File: src/rtl/sclgen_pkg.sv
package sclgen_pkg;

  // Commands from the control FSM to the counting datapath.
  typedef struct packed {
    logic clrPhase;   // restart the half-period counter
    logic advPhase;   // advance the half-period counter
    logic stretching; // line released but held low by a target
  } phaseCmd_t;

  // Compare results from the datapath back to the control FSM.
  typedef struct packed {
    logic halfEnd;      // counter at last cycle of a half
    logic atFall;       // counter equals clamped falling delay
    logic atRise;       // counter equals clamped rising delay
    logic limitReached; // stretch has lasted the programmed periods
  } phaseStat_t;

  typedef enum logic [1:0] {
    PH_IDLE = 2'd0,
    PH_LOW  = 2'd1,
    PH_HIGH = 2'd2
  } phase_t;

endpackage

File: src/rtl/sclgen_datapath.sv
module sclgen_datapath
  import sclgen_pkg::*;
#(
  parameter int DIV_W = 16,
  parameter int DLY_W = 16,
  parameter int TMO_W = 16
) (
  input  logic             clk,
  input  logic             rstN,
  input  logic [DIV_W-1:0] divider,
  input  logic [DLY_W-1:0] fallDelay,
  input  logic [DLY_W-1:0] riseDelay,
  input  logic [TMO_W-1:0] stretchLimit,
  input  phaseCmd_t        cmd,
  output phaseStat_t       stat
);

  localparam logic [DIV_W-1:0] ZERO_DIV = {1'b1, {(DIV_W-1){1'b0}}};
  localparam logic [DIV_W-1:0] MIN_DIV  = DIV_W'(2);

  logic [DIV_W-1:0] effDiv;
  logic [DIV_W-1:0] halfLen;
  logic [DIV_W-1:0] halfM1;
  logic [DIV_W-1:0] fallClamp;
  logic [DIV_W-1:0] riseClamp;
  logic [DIV_W-1:0] phaseCnt;
  logic [DIV_W-1:0] periodCnt;
  logic [TMO_W-1:0] stretchCnt;
  logic             periodWrap;

  // Divider normalisation: 0 stands for the largest period, 1 for the smallest.
  always_comb begin
    if (divider == '0)
      effDiv = ZERO_DIV;
    else if (divider < MIN_DIV)
      effDiv = MIN_DIV;
    else
      effDiv = divider;
    halfLen = {1'b0, effDiv[DIV_W-1:1]};
    halfM1  = halfLen - DIV_W'(1);
  end

  // Edge offsets are held strictly inside their half period.
  function automatic logic [DIV_W-1:0] clampDelay(input logic [DLY_W-1:0] d,
                                                  input logic [DIV_W-1:0] lim);
    if ((DIV_W)'(d) > lim) return lim;
    return (DIV_W)'(d);
  endfunction

  assign fallClamp = clampDelay(fallDelay, halfM1);
  assign riseClamp = clampDelay(riseDelay, halfM1);

  // Half-period counter.
  always_ff @(posedge clk or negedge rstN) begin
    if (!rstN)
      phaseCnt <= '0;
    else if (cmd.clrPhase)
      phaseCnt <= '0;
    else if (cmd.advPhase)
      phaseCnt <= phaseCnt + DIV_W'(1);
  end

  // Stretch timing: full bus periods are counted while the line is held low.
  assign periodWrap = (periodCnt == effDiv - DIV_W'(1));

  always_ff @(posedge clk or negedge rstN) begin
    if (!rstN) begin
      periodCnt  <= '0;
      stretchCnt <= '0;
    end else if (!cmd.stretching) begin
      periodCnt  <= '0;
      stretchCnt <= '0;
    end else begin
      periodCnt <= periodWrap ? '0 : periodCnt + DIV_W'(1);
      if (periodWrap && stretchCnt != stretchLimit)
        stretchCnt <= stretchCnt + TMO_W'(1);
    end
  end

  always_comb begin
    stat.halfEnd      = (phaseCnt == halfM1);
    stat.atFall       = (phaseCnt == fallClamp);
    stat.atRise       = (phaseCnt == riseClamp);
    stat.limitReached = (stretchLimit != '0) && (stretchCnt == stretchLimit);
  end

  // a stretch cycle leaves the half-period count untouched.
  a_r8_count_frozen: assert property (@(posedge clk) disable iff (!rstN)
    cmd.stretching |=> $stable(phaseCnt));

  // leaving a stretch discards the accumulated stretch periods.
  a_r9_stretch_cleared: assert property (@(posedge clk) disable iff (!rstN)
    !cmd.stretching |=> (stretchCnt == '0));

endmodule

File: src/rtl/sclgen_control.sv
module sclgen_control
  import sclgen_pkg::*;
(
  input  logic       clk,
  input  logic       rstN,
  input  logic       enable,
  input  logic       sclIn,
  input  phaseStat_t stat,
  output phaseCmd_t  cmd,
  output logic       sclOut,
  output logic       sdaDriveStb,
  output logic       sdaSampleStb,
  output logic       stretchTimeout
);

  phase_t phase;

  // Command decode for the datapath.
  always_comb begin
    cmd = '0;
    if (!enable) begin
      cmd.clrPhase = 1'b1;
    end else begin
      unique case (phase)
        PH_LOW: begin
          if (stat.halfEnd) cmd.clrPhase = 1'b1;
          else              cmd.advPhase = 1'b1;
        end
        PH_HIGH: begin
          if (!sclIn)            cmd.stretching = 1'b1;
          else if (stat.halfEnd) cmd.clrPhase   = 1'b1;
          else                   cmd.advPhase   = 1'b1;
        end
        default: cmd.clrPhase = 1'b1;
      endcase
    end
  end

  // Phase sequencing and clock drive.
  always_ff @(posedge clk or negedge rstN) begin
    if (!rstN) begin
      phase  <= PH_IDLE;
      sclOut <= 1'b1;
    end else if (!enable) begin
      phase  <= PH_IDLE;
      sclOut <= 1'b1;
    end else begin
      unique case (phase)
        PH_IDLE: begin
          phase  <= PH_LOW;
          sclOut <= 1'b0;
        end
        PH_LOW: begin
          if (stat.halfEnd) begin
            phase  <= PH_HIGH;
            sclOut <= 1'b1;
          end
        end
        PH_HIGH: begin
          if (sclIn && stat.halfEnd) begin
            phase  <= PH_LOW;
            sclOut <= 1'b0;
          end
        end
        default: begin
          phase  <= PH_IDLE;
          sclOut <= 1'b1;
        end
      endcase
    end
  end

  // Sticky timeout, cleared only by dropping enable.
  always_ff @(posedge clk or negedge rstN) begin
    if (!rstN)
      stretchTimeout <= 1'b0;
    else if (!enable)
      stretchTimeout <= 1'b0;
    else if (stat.limitReached)
      stretchTimeout <= 1'b1;
  end

  assign sdaDriveStb  = enable && (phase == PH_LOW) && stat.atFall;
  assign sdaSampleStb = enable && (phase == PH_HIGH) && sclIn && stat.atRise;

  // a disabled block releases the line and clears the flag.
  a_r1_idle_released: assert property (@(posedge clk) disable iff (!rstN)
    !enable |=> (sclOut && !stretchTimeout));

  // the end of a low half releases the line on the next edge.
  a_r2_low_to_high: assert property (@(posedge clk) disable iff (!rstN)
    (enable && phase == PH_LOW && stat.halfEnd) |=> sclOut);

  // the drive strobe only falls inside a low half.
  a_r5_drive_in_low: assert property (@(posedge clk) disable iff (!rstN)
    sdaDriveStb |-> !sclOut);

  // the sample strobe only falls while the line is seen high.
  a_r6_sample_when_high: assert property (@(posedge clk) disable iff (!rstN)
    sdaSampleStb |-> (sclOut && sclIn));

  // the flag holds while enabled, and only rises after the limit was met.
  a_r9_sticky: assert property (@(posedge clk) disable iff (!rstN)
    (enable && stretchTimeout) |=> stretchTimeout);

  a_r9_flag_cause: assert property (@(posedge clk) disable iff (!rstN)
    $rose(stretchTimeout) |-> $past(stat.limitReached));

endmodule

File: src/rtl/scl_edge_timer.sv
module scl_edge_timer
  import sclgen_pkg::*;
#(
  parameter int DIV_W = 16,
  parameter int DLY_W = 16,
  parameter int TMO_W = 16
) (
  input  logic             clk,
  input  logic             rstN,
  input  logic             enable,
  input  logic [DIV_W-1:0] divider,
  input  logic [DLY_W-1:0] fallDelay,
  input  logic [DLY_W-1:0] riseDelay,
  input  logic [TMO_W-1:0] stretchLimit,
  input  logic             sclIn,
  output logic             sclOut,
  output logic             sdaDriveStb,
  output logic             sdaSampleStb,
  output logic             stretchTimeout
);

  phaseCmd_t  cmd;
  phaseStat_t stat;

  sclgen_datapath #(
    .DIV_W(DIV_W),
    .DLY_W(DLY_W),
    .TMO_W(TMO_W)
  ) u_datapath (
    .clk          (clk),
    .rstN         (rstN),
    .divider      (divider),
    .fallDelay    (fallDelay),
    .riseDelay    (riseDelay),
    .stretchLimit (stretchLimit),
    .cmd          (cmd),
    .stat         (stat)
  );

  sclgen_control u_control (
    .clk            (clk),
    .rstN           (rstN),
    .enable         (enable),
    .sclIn          (sclIn),
    .stat           (stat),
    .cmd            (cmd),
    .sclOut         (sclOut),
    .sdaDriveStb    (sdaDriveStb),
    .sdaSampleStb   (sdaSampleStb),
    .stretchTimeout (stretchTimeout)
  );

endmodule

File: config.mk
export PLATFORM = sky130hd
export DESIGN_NAME = scl_edge_timer
export DESIGN_NICKNAME = d
export VERILOG_FILES = /design/src/rtl/sclgen_pkg.sv /design/src/rtl/sclgen_datapath.sv /design/src/rtl/sclgen_control.sv /design/src/rtl/scl_edge_timer.sv
export SDC_FILE = /design/constraint.sdc
export NUM_CORES = 1
export LEC_CHECK = 0
export ABC_CLOCK_PERIOD_IN_PS = 7100
export BUFFER_PORTS_ARGS = -buffer_cell sky130_fd_sc_hd__buf_4
export CORE_ASPECT_RATIO = 0.5
export CORE_MARGIN = 10
export CORE_UTILIZATION = 35
export CTS_CLUSTER_DIAMETER = 100
export DETAILED_ROUTE_END_ITERATION = 8
export PLACE_DENSITY = 0.63
export SKIP_LAST_GASP = 1
export SYNTH_ARGS = -nofsm -noshare
export SYNTH_HDL_FRONTEND = slang
export SYNTH_HIERARCHICAL = 1
export SYNTH_SLANG_ARGS = --single-unit
File: constraint.sdc
create_clock -name clk -period 7.1 [get_ports clk]
set_clock_uncertainty 0.2 [all_clocks]
set_input_delay 0.71 -clock clk [delete_from_list [all_inputs] [get_ports clk]]
set_output_delay 0.71 -clock clk [all_outputs]
set_load 0.01 [all_outputs]
Word level (Yosys, flattened, before mapping)
Cells that the tools add are included.
- flip-flop bits (word level): 52
- output and inout bits: 4
- word-level logic and storage cells: 72
- input bits: 68
- mux-type cells: 33
- reduce and logical (&&, ||, !) cells: 13
- order comparisons: 3
- equal/unequal tests: 12
- $add $sub $neg: 5
- operators by type and width (cell ; count):
    two-way mux 16 bit ; 12
    equality test 16 bit ; 5
    adder 16 x 1 -> 16 bit, second input constant ; 3
    > comparator 16 bit ; 2
    logical NOT 16 bit ; 1
    less-than comparator 16 x 2 -> 1 bit, second input constant ; 1
    inequality test 16 bit ; 1
    nonzero test 16 bit ; 1
    subtractor 15 x 1 -> 16 bit, second input constant ; 1
    subtractor 16 x 1 -> 16 bit, second input constant ; 1
    two-way mux 1 bit ; 12
    two-way mux 2 bit ; 5
    logical AND 1 bit ; 8
    inequality test 3 x 2 -> 1 bit, second input constant ; 2
    case mux 2 bit (3 select lines) ; 1
    case mux 1 bit (2 select lines) ; 2
    case mux 1 bit (3 select lines) ; 1
    equality test 2 x 1 -> 1 bit, second input constant ; 1
    equality test 2 bit, second input constant ; 1
    logical NOT 2 bit ; 1
    inequality test 2 x 1 -> 1 bit, second input constant ; 1
    inequality test 2 bit, second input constant ; 1
    AND reduction 2 bit ; 1
    nonzero test 2 bit ; 1

Longest topological paths before layout
- depth in word-level cells: 11
- mapped depth: 24
- gate-level depth less buffers: 22

Cells and area by module
Netlist, hierarchy kept.
- modules (own cells, without submodules) (module ; seq. area each (um^2) ; area each (um^2) ; cells an instance ; instances):
    sclgen_datapath ; 1201.2 ; 5193.7 ; 634 ; 1
    sclgen_control ; 101.3 ; 284.0 ; 32 ; 1

Worst setup path after synthesis
No wires, ideal clock.
- path kind: input-to-output
- start: input port divider[14]
- end: output port sdaSampleStb
- path buffers: 2
- cell stages on the path: 21
- required time: 6.190 ns
- setup slack: -0.006 ns
- arrival: 6.196 ns
- path through: clkbuf_1 nor4_1 and2_1 nor2b_1 a31oi_1 ha_1 or4b_2 or4b_1 xor2_1 ha_1 and4_1 nand4b_1 mux2_2 or4_1 o21ai_1 buf_2 mux2i_1 o22ai_1 a221o_1 nor3_2 and3_1
- RTL lines (item ; RTL line ; text):
    start, declared ; scl_edge_timer.sv:11 ; input logic [DIV_W-1:0] divider,
    end, declared ; scl_edge_timer.sv:18 ; output logic sdaSampleStb,

==> run summary <==
routed wl met2 -> 8044 um
final setup TNS -> 0 ns
GP Congestion -> 0.9259
mux share of post-synthesis cell area -> 0.04157
CP endpoint kind -> output pin
HPWL Detailed -> 13,640 um
vias in the first global route -> 4,935
highest clock rate -> 144.6 MHz
Max-cap violations -> 0
leakage power -> 2.839 nW
wire per inst -> 18.13 um
Setup CP Type -> input pin to output pin
Iteration-0 DRC Markers -> 429
number of H-tree levels -> 2
worst path cell trace -> buf_4, nor4_1, and2_1, nor2b_1, a31oi_2, ha_1, or4b_4, nor4_4, nand2_2, a21oi_2, o22ai_4, ha_1, nand4_1, or3_1, mux2i_4, a311oi_4, buf_4, a21o_1, a221oi_2, nand4_1, nor4_4, buf_4, and3_1, buf_4
worst-path fanout max -> 9
reg2reg end -> u_datapath/phaseCnt[11]$_DFFE_PN0P_
slowest CP cell -> or4b_4
die width -> 196.9 um
placed cells -> 941
FP Rows -> 32
sequential-to-total area share from yosys stat -> 0.2378
Slew @ Worst Pin -> 0.9652 ns
Synth warnings -> 6
pin count of the biggest net entering global routing -> 53
CP bufs+invs -> 4
syn_area_per_cell -> 8.225 sq um
TritonCTS clock tree -> built
remaining antenna violation count -> 0
Final setup viols -> 0
Ports -> 72
largest family of logic cells by synthesized area -> simple AND/OR/NAND/NOR gates
Worst path top cell family by delay -> simple AND/OR/NAND/NOR gates
drt pass-1 iters -> 5
die height -> 108.5 um
nets -> 852
Crit path largest cell delay -> 0.51 ns
Clk pin slew, worst setup/hold paths -> 0.08 ns
top sig layer -> met4
cts bufs inserted -> 5
critical path arrival -> 6.00 ns
Fill cells -> 1,542
worst vdd ir -> 109.3 uV
Area Overhead vs Synth -> 20.74%
Crit path top cell by count -> buf_4
drt total wl -> 17,260 um
Post-DP Area -> 6349 sq um
WL met3 -> 972 um
Synth Flop Type -> dfrtp_1
all-layer global routing usage -> 0.1545
fin area -> 6614 sq um
# diodes -> 0
status -> completed
worst r2r src -> u_datapath/phaseCnt[2]$_DFFE_PN0P_
Port Buf Inserts -> 71
pre-CTS WS -> -0.1425 ns
wl on met1 -> 8057 um
Synth Cell Area -> 5478 sq um
worst skew pair latency -> 0.30 ns
commonest non-fill, non-tap cell in the layout -> buf_4
cell count after synthesis -> 666
root buf cell -> clkbuf_16
max-slew violation count -> 0
antenna violations before repair -> 0
Tmin final -> 6.914 ns
Util after Layout -> 0.4302
crit share post-route -> 0.9738
clk buf depth -> 2
FF-to-FF path depth -> 13
total power -> 0.8636 mW
Synth Area in Simple Gates -> 0.2748
Max transition margin -> 0.3475
Synth Area in Compound Gates -> 0.1396
Adder-Cell Fraction of Synth Area -> 0.08634
asr flop ratio synth -> 1.000
effective utilization at floorplan -> 0.3563
number of synthesized register bits -> 52
Via density -> 5.530
Hold WC Path Type -> input pin to asynchronous set/reset pin
flop-to-flop setup slack -> 2.79 ns
non-filler cells in the finished layout -> 952
pwr dens -> 130.6 nW/um^2
layout cells sized above 1 -> 0.1845
Distinct cells, synth -> 79
DRC -> 0
worst hold margin -> 0.2321 ns
Critical Path RT -> 6.19 ns
Clock Sinks -> 52
number of flops mapped to enable cells by yosys -> 0
most frequent cells in the layout -> buf_4 (95), nor2_1 (65), xor2_1 (62)
Congestion Overflow GR -> 0
DR vias -> 5,265
Core Region -> 15,370 sq um
final worst setup slack -> 0.1862 ns
crit path launch type -> input pin
first-pass GRT wire length -> 26,490 um
xor and xnor area share after synthesis -> 0.1791
Fin. Hold Viols -> 0
die footprint -> 21,360 sq um
-- sequential cells by signal, indices dropped and copies added, names as in the netlist --
name,cells
u_datapath/stretchCnt,16
u_control/stretchTimeout,1
u_datapath/periodCnt,16
u_control/phase,2
u_datapath/phaseCnt,16
u_control/sclOut,1
-- synthesized netlist by cell type (all sizes together) (3+ instances only) --
library cell	n	area share
xor2	62	0.099
buf	4	0.0037
mux2i	19	0.035
nor3	17	0.017
nand2b	10	0.011
nor4b	3	0.0059
nand3	27	0.027
nor4	17	0.025
mux2	3	0.0069
nand4	17	0.019
o31ai	4	0.0064
nor2b	6	0.0073
nand2	58	0.040
and4	3	0.0048
o21ai	15	0.014
inv	33	0.023
o211ai	3	0.0041
nand3b	3	0.0041
and2	13	0.015
a311oi	3	0.0059
a211oi	6	0.0082
nand4b	3	0.0048
a21o	7	0.0096
and3	12	0.014
ha	37	0.085
o22ai	8	0.010
a21oi	23	0.022
or4b	3	0.0055
o21a	5	0.0069
or4	5	0.0075
nor3b	3	0.0041
xnor2	50	0.080
dfrtp	51	0.23
nor2	67	0.047
or3	7	0.0080
clkbuf	19	0.013
a2111oi	3	0.0048
-- power by group --
part | switching [mW] | total [mW] | internal [mW]
logic | 0.166 | 0.290 | 0.124
registers | 0.00825 | 0.314 | 0.305
clock network | 0.124 | 0.260 | 0.136
total | 0.298 | 0.864 | 0.565
-- cell type report --
cell class / instances / area, sq um / area share
multi-input combinational: 559 / 4056 / 0.6133
sequential: 52 / 1303 / 0.1969
timing repair buffer: 95 / 713.2 / 0.1078
tap: 204 / 255.2 / 0.03859
inverter: 34 / 127.6 / 0.01930
clock buffer: 5 / 125.1 / 0.01892
clock inverter: 3 / 33.78 / 0.005108
-- how the worst max path moves through the flow --
stage	startpoint	endpoint	cells past startpoint
3_3_place_gp	divider[14]	sdaDriveStb	24
3_5_place_dp	divider[14]	sdaDriveStb	24
5_1_grt	divider[14]	sdaDriveStb	25
6_report	divider[14]	sdaDriveStb	24
4_1_cts	divider[14]	sdaDriveStb	24
2_1_floorplan	divider[14]	sdaSampleStb	21
-- per-layer routing --
metal | global-route usage | vias up
li1 | - | 2559
met1 | 0.2080 | 2538
met3 | 0.02884 | 15
met2 | 0.2513 | 153
met5 | 0 | -
met4 | 0.03762 | 0
-- kinds of logic (layout without fill, tap and decap cells) --
| group | count (synthesis) | in the layout |
|---|---|---|
| other cells | 1 | 2 |
| mux | 22 | 22 |
| compound gates | 105 | 106 |
| xor+xnor | 112 | 112 |
| flops | 52 | 52 |
| simple gates | 279 | 279 |
| fa+ha+maj | 38 | 38 |
| buf+inv | 57 | 137 |
-- repair_timing --
action / in CTS / in global routing
buffers inserted: 0 / 2
cloned: 0 / 1
gates resized for setup: 4 / 12
hold buffers: 0 / 0
endpoints found under the setup margin: 1 / 2
pin swaps: 0 / 2
(Power assumes the default switching activity.)
